--- src/rtl/sram_ctrl_pkg.sv ---
package sram_ctrl_pkg;

  typedef enum logic [2:0] {
    ST_IDLE,
    ST_TURN,
    ST_WSET,
    ST_WPUL,
    ST_WHLD,
    ST_RD
  } seq_state_e;

  typedef struct packed {
    logic sel_n;
    logic sel;
    logic oe_n;
    logic we_n;
    logic drive;
  } strobe_t;

  localparam strobe_t STROBE_PARK = '{sel_n: 1'b1, sel: 1'b0, oe_n: 1'b1, we_n: 1'b1, drive: 1'b0};

  function automatic int unsigned cycles_for(input int unsigned t_ps, input int unsigned clk_ps);
    return (t_ps + clk_ps - 1) / clk_ps;
  endfunction

  function automatic int unsigned umax(input int unsigned a, input int unsigned b);
    return (a > b) ? a : b;
  endfunction

  function automatic strobe_t strobe_of(input seq_state_e s);
    strobe_t p;
    p = STROBE_PARK;
    case (s)
      ST_WSET: begin p.sel_n = 1'b0; p.sel = 1'b1; p.drive = 1'b1; end
      ST_WPUL: begin p.sel_n = 1'b0; p.sel = 1'b1; p.drive = 1'b1; p.we_n = 1'b0; end
      ST_WHLD: begin p.sel_n = 1'b0; p.sel = 1'b1; p.drive = 1'b1; end
      ST_RD:   begin p.sel_n = 1'b0; p.sel = 1'b1; p.oe_n = 1'b0; end
      default: p = STROBE_PARK;
    endcase
    return p;
  endfunction

endpackage

--- src/rtl/sram_delay_cnt.sv ---
module sram_delay_cnt #(
  parameter int unsigned W = 4
) (
  input  logic         clk,
  input  logic         rst,
  input  logic         load,
  input  logic [W-1:0] load_val,
  output logic [W-1:0] count
);

  always_ff @(posedge clk) begin
    if (rst) begin
      count <= '0;
    end else if (load) begin
      count <= load_val;
    end else if (count != '0) begin
      count <= count - 1'b1;
    end
  end

endmodule

--- src/rtl/sram_seq_fsm.sv ---
module sram_seq_fsm
  import sram_ctrl_pkg::*;
#(
  parameter int unsigned CNT_W    = 4,
  parameter int unsigned RD_CYC   = 3,
  parameter int unsigned SU_CYC   = 1,
  parameter int unsigned WE_CYC   = 2,
  parameter int unsigned TURN_CYC = 2
) (
  input  logic    clk,
  input  logic    rst,
  input  logic    req_valid,
  input  logic    req_write,
  output logic    idle,
  output logic    accept,
  output logic    rd_done,
  output strobe_t strobe_nxt
);

  localparam logic [CNT_W-1:0] PH_RD   = CNT_W'(RD_CYC - 1);
  localparam logic [CNT_W-1:0] PH_SU   = CNT_W'(SU_CYC - 1);
  localparam logic [CNT_W-1:0] PH_WE   = CNT_W'(WE_CYC - 1);
  localparam logic [CNT_W-1:0] TC_INIT = CNT_W'(TURN_CYC);

  seq_state_e       st_q, st_d;
  logic [CNT_W-1:0] ph_cnt, tc_cnt, ph_val;
  logic             ph_load, tc_load;
  logic             ph_done, tc_clear;

  assign ph_done  = (ph_cnt == '0);
  // turnaround is over on this edge when at most one cycle remains
  assign tc_clear = (tc_cnt <= CNT_W'(1));

  always_comb begin
    st_d    = st_q;
    ph_load = 1'b0;
    ph_val  = '0;
    tc_load = 1'b0;
    accept  = 1'b0;
    rd_done = 1'b0;
    case (st_q)
      ST_IDLE: begin
        if (req_valid) begin
          accept = 1'b1;
          if (!req_write) begin
            st_d    = ST_RD;
            ph_load = 1'b1;
            ph_val  = PH_RD;
          end else if (tc_clear) begin
            st_d    = ST_WSET;
            ph_load = 1'b1;
            ph_val  = PH_SU;
          end else begin
            st_d = ST_TURN;
          end
        end
      end
      ST_TURN: begin
        if (tc_clear) begin
          st_d    = ST_WSET;
          ph_load = 1'b1;
          ph_val  = PH_SU;
        end
      end
      ST_WSET: begin
        if (ph_done) begin
          st_d    = ST_WPUL;
          ph_load = 1'b1;
          ph_val  = PH_WE;
        end
      end
      ST_WPUL: begin
        if (ph_done) begin
          st_d    = ST_WHLD;
          ph_load = 1'b1;
          ph_val  = '0;
        end
      end
      ST_WHLD: begin
        st_d = ST_IDLE;
      end
      ST_RD: begin
        if (ph_done) begin
          st_d    = ST_IDLE;
          rd_done = 1'b1;
          tc_load = 1'b1;
        end
      end
      default: st_d = ST_IDLE;
    endcase
  end

  always_ff @(posedge clk) begin
    if (rst) st_q <= ST_IDLE;
    else     st_q <= st_d;
  end

  sram_delay_cnt #(.W(CNT_W)) u_phase (
    .clk      (clk),
    .rst      (rst),
    .load     (ph_load),
    .load_val (ph_val),
    .count    (ph_cnt)
  );

  sram_delay_cnt #(.W(CNT_W)) u_turn (
    .clk      (clk),
    .rst      (rst),
    .load     (tc_load),
    .load_val (TC_INIT),
    .count    (tc_cnt)
  );

  assign idle       = (st_q == ST_IDLE);
  assign strobe_nxt = strobe_of(st_d);

endmodule

--- src/rtl/sram_pin_regs.sv ---
module sram_pin_regs
  import sram_ctrl_pkg::*;
#(
  parameter int unsigned ADDR_W = 13,
  parameter int unsigned DATA_W = 9
) (
  input  logic              clk,
  input  logic              rst,
  input  logic              accept,
  input  logic [ADDR_W-1:0] req_addr,
  input  logic [DATA_W-1:0] req_wdata,
  input  strobe_t           strobe_nxt,
  input  logic              rd_done,
  input  logic [DATA_W-1:0] dq_in,
  output logic [ADDR_W-1:0] addr_q,
  output logic [DATA_W-1:0] wdata_q,
  output strobe_t           strobe_q,
  output logic [DATA_W-1:0] rdata_q,
  output logic              rvalid_q
);

  always_ff @(posedge clk) begin
    if (rst) begin
      strobe_q <= STROBE_PARK;
      addr_q   <= '0;
      wdata_q  <= '0;
      rdata_q  <= '0;
      rvalid_q <= 1'b0;
    end else begin
      strobe_q <= strobe_nxt;
      rvalid_q <= rd_done;
      if (accept) begin
        addr_q  <= req_addr;
        wdata_q <= req_wdata;
      end
      if (rd_done) rdata_q <= dq_in;
    end
  end

endmodule

--- src/rtl/sram_async_ctrl.sv ---
module sram_async_ctrl
  import sram_ctrl_pkg::*;
#(
  parameter int unsigned ADDR_W     = 13,
  parameter int unsigned DATA_W     = 9,
  parameter int unsigned CLK_PS     = 10000,
  parameter int unsigned T_AA_PS    = 25000,
  parameter int unsigned T_RC_PS    = 25000,
  parameter int unsigned T_PWE_PS   = 20000,
  parameter int unsigned T_SD_PS    = 15000,
  parameter int unsigned T_AW_PS    = 20000,
  parameter int unsigned T_HZOE_PS  = 18000
) (
  input  logic              clk,
  input  logic              rst,
  input  logic              req_valid,
  output logic              req_ready,
  input  logic              req_write,
  input  logic [ADDR_W-1:0] req_addr,
  input  logic [DATA_W-1:0] req_wdata,
  output logic              rsp_valid,
  output logic [DATA_W-1:0] rsp_data,
  output logic [ADDR_W-1:0] mem_addr,
  output logic [DATA_W-1:0] mem_dq_out,
  output logic              mem_dq_oe,
  input  logic [DATA_W-1:0] mem_dq_in,
  output logic              mem_sel_n,
  output logic              mem_sel,
  output logic              mem_oe_n,
  output logic              mem_we_n
);

  localparam int unsigned RD_CYC   = umax(1, umax(cycles_for(T_AA_PS, CLK_PS), cycles_for(T_RC_PS, CLK_PS)));
  localparam int unsigned WE_CYC   = umax(1, umax(cycles_for(T_PWE_PS, CLK_PS), cycles_for(T_SD_PS, CLK_PS)));
  localparam int unsigned AW_CYC   = cycles_for(T_AW_PS, CLK_PS);
  localparam int unsigned SU_CYC   = umax(1, (AW_CYC > WE_CYC) ? (AW_CYC - WE_CYC) : 0);
  localparam int unsigned TURN_CYC = cycles_for(T_HZOE_PS, CLK_PS);
  localparam int unsigned MAX_CYC  = umax(umax(RD_CYC, WE_CYC), umax(SU_CYC, TURN_CYC));
  localparam int unsigned CNT_W    = $clog2(MAX_CYC + 1) + 1;

  logic    accept, rd_done, idle;
  strobe_t strobe_nxt, strobe_q;

  sram_seq_fsm #(
    .CNT_W    (CNT_W),
    .RD_CYC   (RD_CYC),
    .SU_CYC   (SU_CYC),
    .WE_CYC   (WE_CYC),
    .TURN_CYC (TURN_CYC)
  ) u_fsm (
    .clk        (clk),
    .rst        (rst),
    .req_valid  (req_valid),
    .req_write  (req_write),
    .idle       (idle),
    .accept     (accept),
    .rd_done    (rd_done),
    .strobe_nxt (strobe_nxt)
  );

  sram_pin_regs #(
    .ADDR_W (ADDR_W),
    .DATA_W (DATA_W)
  ) u_pins (
    .clk        (clk),
    .rst        (rst),
    .accept     (accept),
    .req_addr   (req_addr),
    .req_wdata  (req_wdata),
    .strobe_nxt (strobe_nxt),
    .rd_done    (rd_done),
    .dq_in      (mem_dq_in),
    .addr_q     (mem_addr),
    .wdata_q    (mem_dq_out),
    .strobe_q   (strobe_q),
    .rdata_q    (rsp_data),
    .rvalid_q   (rsp_valid)
  );

  assign req_ready = idle;
  assign mem_sel_n = strobe_q.sel_n;
  assign mem_sel   = strobe_q.sel;
  assign mem_oe_n  = strobe_q.oe_n;
  assign mem_we_n  = strobe_q.we_n;
  assign mem_dq_oe = strobe_q.drive;

endmodule

--- config.mk ---
export PLATFORM = sky130hd
export DESIGN_NAME = sram_async_ctrl
export DESIGN_NICKNAME = d
export VERILOG_FILES = /design/src/rtl/sram_ctrl_pkg.sv /design/src/rtl/sram_delay_cnt.sv /design/src/rtl/sram_seq_fsm.sv /design/src/rtl/sram_pin_regs.sv /design/src/rtl/sram_async_ctrl.sv
export SDC_FILE = /design/constraint.sdc
export NUM_CORES = 1
export LEC_CHECK = 0
export ABC_AREA = 1
export BUFFER_PORTS_ARGS = -buffer_cell sky130_fd_sc_hd__buf_4
export CAP_MARGIN = 20
export CELL_PAD_IN_SITES_DETAIL_PLACEMENT = 0
export CELL_PAD_IN_SITES_GLOBAL_PLACEMENT = 1
export CORE_MARGIN = 2
export CORE_UTILIZATION = 25
export CTS_BUF_LIST = sky130_fd_sc_hd__clkbuf_16
export CTS_CLUSTER_SIZE = 20
export DETAILED_ROUTE_END_ITERATION = 10
export PLACE_DENSITY = 0.63
export SLEW_MARGIN = 25
export SYNTH_ARGS = -nofsm -noshare
export SYNTH_HDL_FRONTEND = slang
export SYNTH_SLANG_ARGS = --single-unit
--- constraint.sdc ---
create_clock -name clk -period 1.3 [get_ports clk]
set_input_delay 0.26 -clock clk [delete_from_list [all_inputs] [get_ports clk]]
set_output_delay 0.26 -clock clk [all_outputs]
set_load 0.1 [all_outputs]
==> qor.yml <==
run_status:
  status: "finished with violations"
  violations: "negative setup slack"
finish:
  fillers: 742
  nets: 372
  syn2layout_area_growth_pct: 64.3
  fin_cells: 434
  regArea_sq_um: 932
  multi_input_area_sq_um: 836
  drive_above_1_share_pct: 43.9
  antenna_cells: 0
  design_area_sq_mm: 0.00298
timing:
  tightest_slew_ns: 0.308
  fin_crit_sh_pct: 106
  maxSlewViolCount: 0
  setup_viol: 18
  slew_headroom_pct: 79.3
  worst_slack_ns: -0.0826
  rsz0062_at_grt: "yes"
  finClkSkew_ns: 0.00330
  hold_viol: 0
  timing.hold.ws_ns: 0.172
  fmax_mhz: 723
  min_period_ns: 1.38
floorplanning:
  core_area_sq_mm: 0.00714
  rows: 31
  die_h_um: 89.2
  die-area_sq_mm: 0.00795
  boundaryPins: 73
  start_util_pct: 25.4
  die_w_um: 89.2
route:
  detail_route.iter0.violations: 61
  wl_um: 5060
  drtPass1Iterations: 4
  wl_per_cell_um: 11.7
  viasPerCell: 4.15
  drc_errors: 0
  final_antenna_net_count: 0
  dr_total_vias: 1802
logic_synthesis:
  synth.net_count: 275
  ys_warn_count: 0
  ys_seq_area_share_pct: 50.8
  synth_cell_types: 23
  syn_inst: 237
  ys_seq_elements: 46
  avgSynthCellArea_sq_um: 7.65
  synth_area_sq_mm: 0.00181
worst_setup_path:
  crit_fanout: 3
  worstSetupPathType: "reg -> out"
  crit_path_start_kind: "register"
  worst_ep_arrival_time_ns: 1.12
  end_kind: "output pin"
  crit_required_ns: 1.04
clock_tree:
  numCtsBuffers: 5
  cts_sinks: 46
  cts_tree: "built"
  clk_latency_ns: 0.28
  cts_max_level: 2
  clkSlewWorstSetupHoldPaths_ns: 0.06
  clk_path_buf_depth: 2
  clockRootBuffer: "clkbuf_16"
placed_design:
  placed_area_sq_mm: 0.00251
  place_hpwl_um: 3320
  gp_congestion: 0.804
  dp.cells: 409
  io_buffer_count: 72
  dp_slack_ns: -0.0249
grt:
  gr-total-overflow: 0
  use_met2_pct: 18.2
  grt_antenna_before_repair: 0
  grt.met1_usage_pct: 16.4
  grt.busiest_layer: "met2"
  gr-usage-met3_pct: 3.88
  grt_max_degree: 23
  grt_pass1_wl_um: 7390
  grt_pass1_vias: 1598
  grt.total_usage_pct: 12.1
flow_run:
  maxCapViolCount: 0
pwr:
  p_leak_uw: 0.00141
  ir_worst_vdd_mv: 1.42
  power_density_mw_per_mm2: 2810
hold_path:
  hold_class: "in -> reg"
[cells in the final DEF, fill, tap and decap left out, drive strengths merged, types with 2 or more instances in the layout]
cell type,instances
buf,95
nor2,62
dfxtp,46
o21ai,37
inv,33
nand2,29
nand3,10
clkbuf,7
clkinvlp,3
ha,3
nor3,2
a21oi,2
o211ai,2
[final cells by class]
class	instances	share of cell area (%)
clock buffers	5	4.20
clock inverters	3	0.504
inverters	32	4.50
multi-input cells	151	28.1
flip-flops and latches	46	31.3
well taps	99	4.16
repair buffers	97	27.0
repair inverters	1	0.252
[critical path, stage by stage, from the launching register on]
cell and delay [ns]:
dfxtp_2 0.34, nor2_4 0.14, nand2_4 0.08, clkinvlp_4 0.11, buf_12 0.18
[metrics by stage]
stage	util [%]	TNS, ns	power, uW
after detailed placement	35.1	-0.0383	6260
after floorplan	-	-0.817	5330
after global routing	41.7	-2.22	8840
after CTS	39.0	-1.45	7910
after global placement	35.1	0	6260
final	41.7	-0.410	8360
[cells in the mapped netlist, drive strengths merged]
cell type | instances | area share, %
nand3 | 10 | 2.8
a21oi | 2 | 0.55
o31ai | 1 | 0.41
inv | 32 | 6.6
buf | 6 | 2.3
nor3 | 2 | 0.55
nor2 | 62 | 15
o211ai | 2 | 0.83
and2 | 1 | 0.35
nand2 | 29 | 6.7
nand4 | 1 | 0.35
ha | 3 | 2.1
o21ai | 37 | 10
clkbuf | 2 | 0.41
dfxtp | 46 | 51
xor2 | 1 | 0.48
[final timing paths]
check,cells after the start,end,start,slack [ns]
max,4,req_ready,u_fsm.st_q[1],-0.08
min,2,u_fsm.st_q[1],rst,0.17
max reg2reg,10,u_fsm.u_phase.count[1],u_fsm.st_q[1],-0.06
min reg2reg,2,u_pins.rdata_q[7],u_pins.rdata_q[7],0.46
[cells by family (layout without fill, tap and decap cells)]
family / count (synthesis) / count (layout) / share of synthesized area [%]
buffers and inverters: 40 / 138 / 9.39
DFF: 46 / 46 / 50.8
and+or+nand+nor: 105 / 105 / 25.3
xor gates and xnor gates: 1 / 1 / 0.483
adders and majority gates: 3 / 3 / 2.07
AOI/OAI and AO/OA: 42 / 42 / 12.0
[repair_timing]
action / in CTS / in global routing
pin swaps: 6 / 6
gates cloned: 1 / 3
buffers inserted: 8 / 6
setup endpoints to repair: 6 / 42
hold buffers: 0 / 0
resized for setup: 21 / 37
[registers in the layout, summed over array words and instances, names as in the netlist]
register and cells:
u_pins.addr_q 13, u_pins.rdata_q 9, u_pins.wdata_q 9, u_pins.strobe_q 5, u_fsm.st_q 3, u_fsm.u_phase.count 3, u_fsm.u_turn.count 3, u_pins.rvalid_q 1
[metal layers]
| metal | vias up | share of wire [%] |
|---|---|---|
| met5 | - | 0 |
| met4 | 0 | 1.3 |
| met3 | 5 | 4.6 |
| met2 | 35 | 50 |
| met1 | 830 | 44 |
| li1 | 932 | - |
[power breakdown]
part           internal (uW)  switching [uW]
registers               1800             195
clock network            699             524
logic                   1570            3580
total                   4070            4300
No activity file was read; power rests on OpenSTA's default activity.
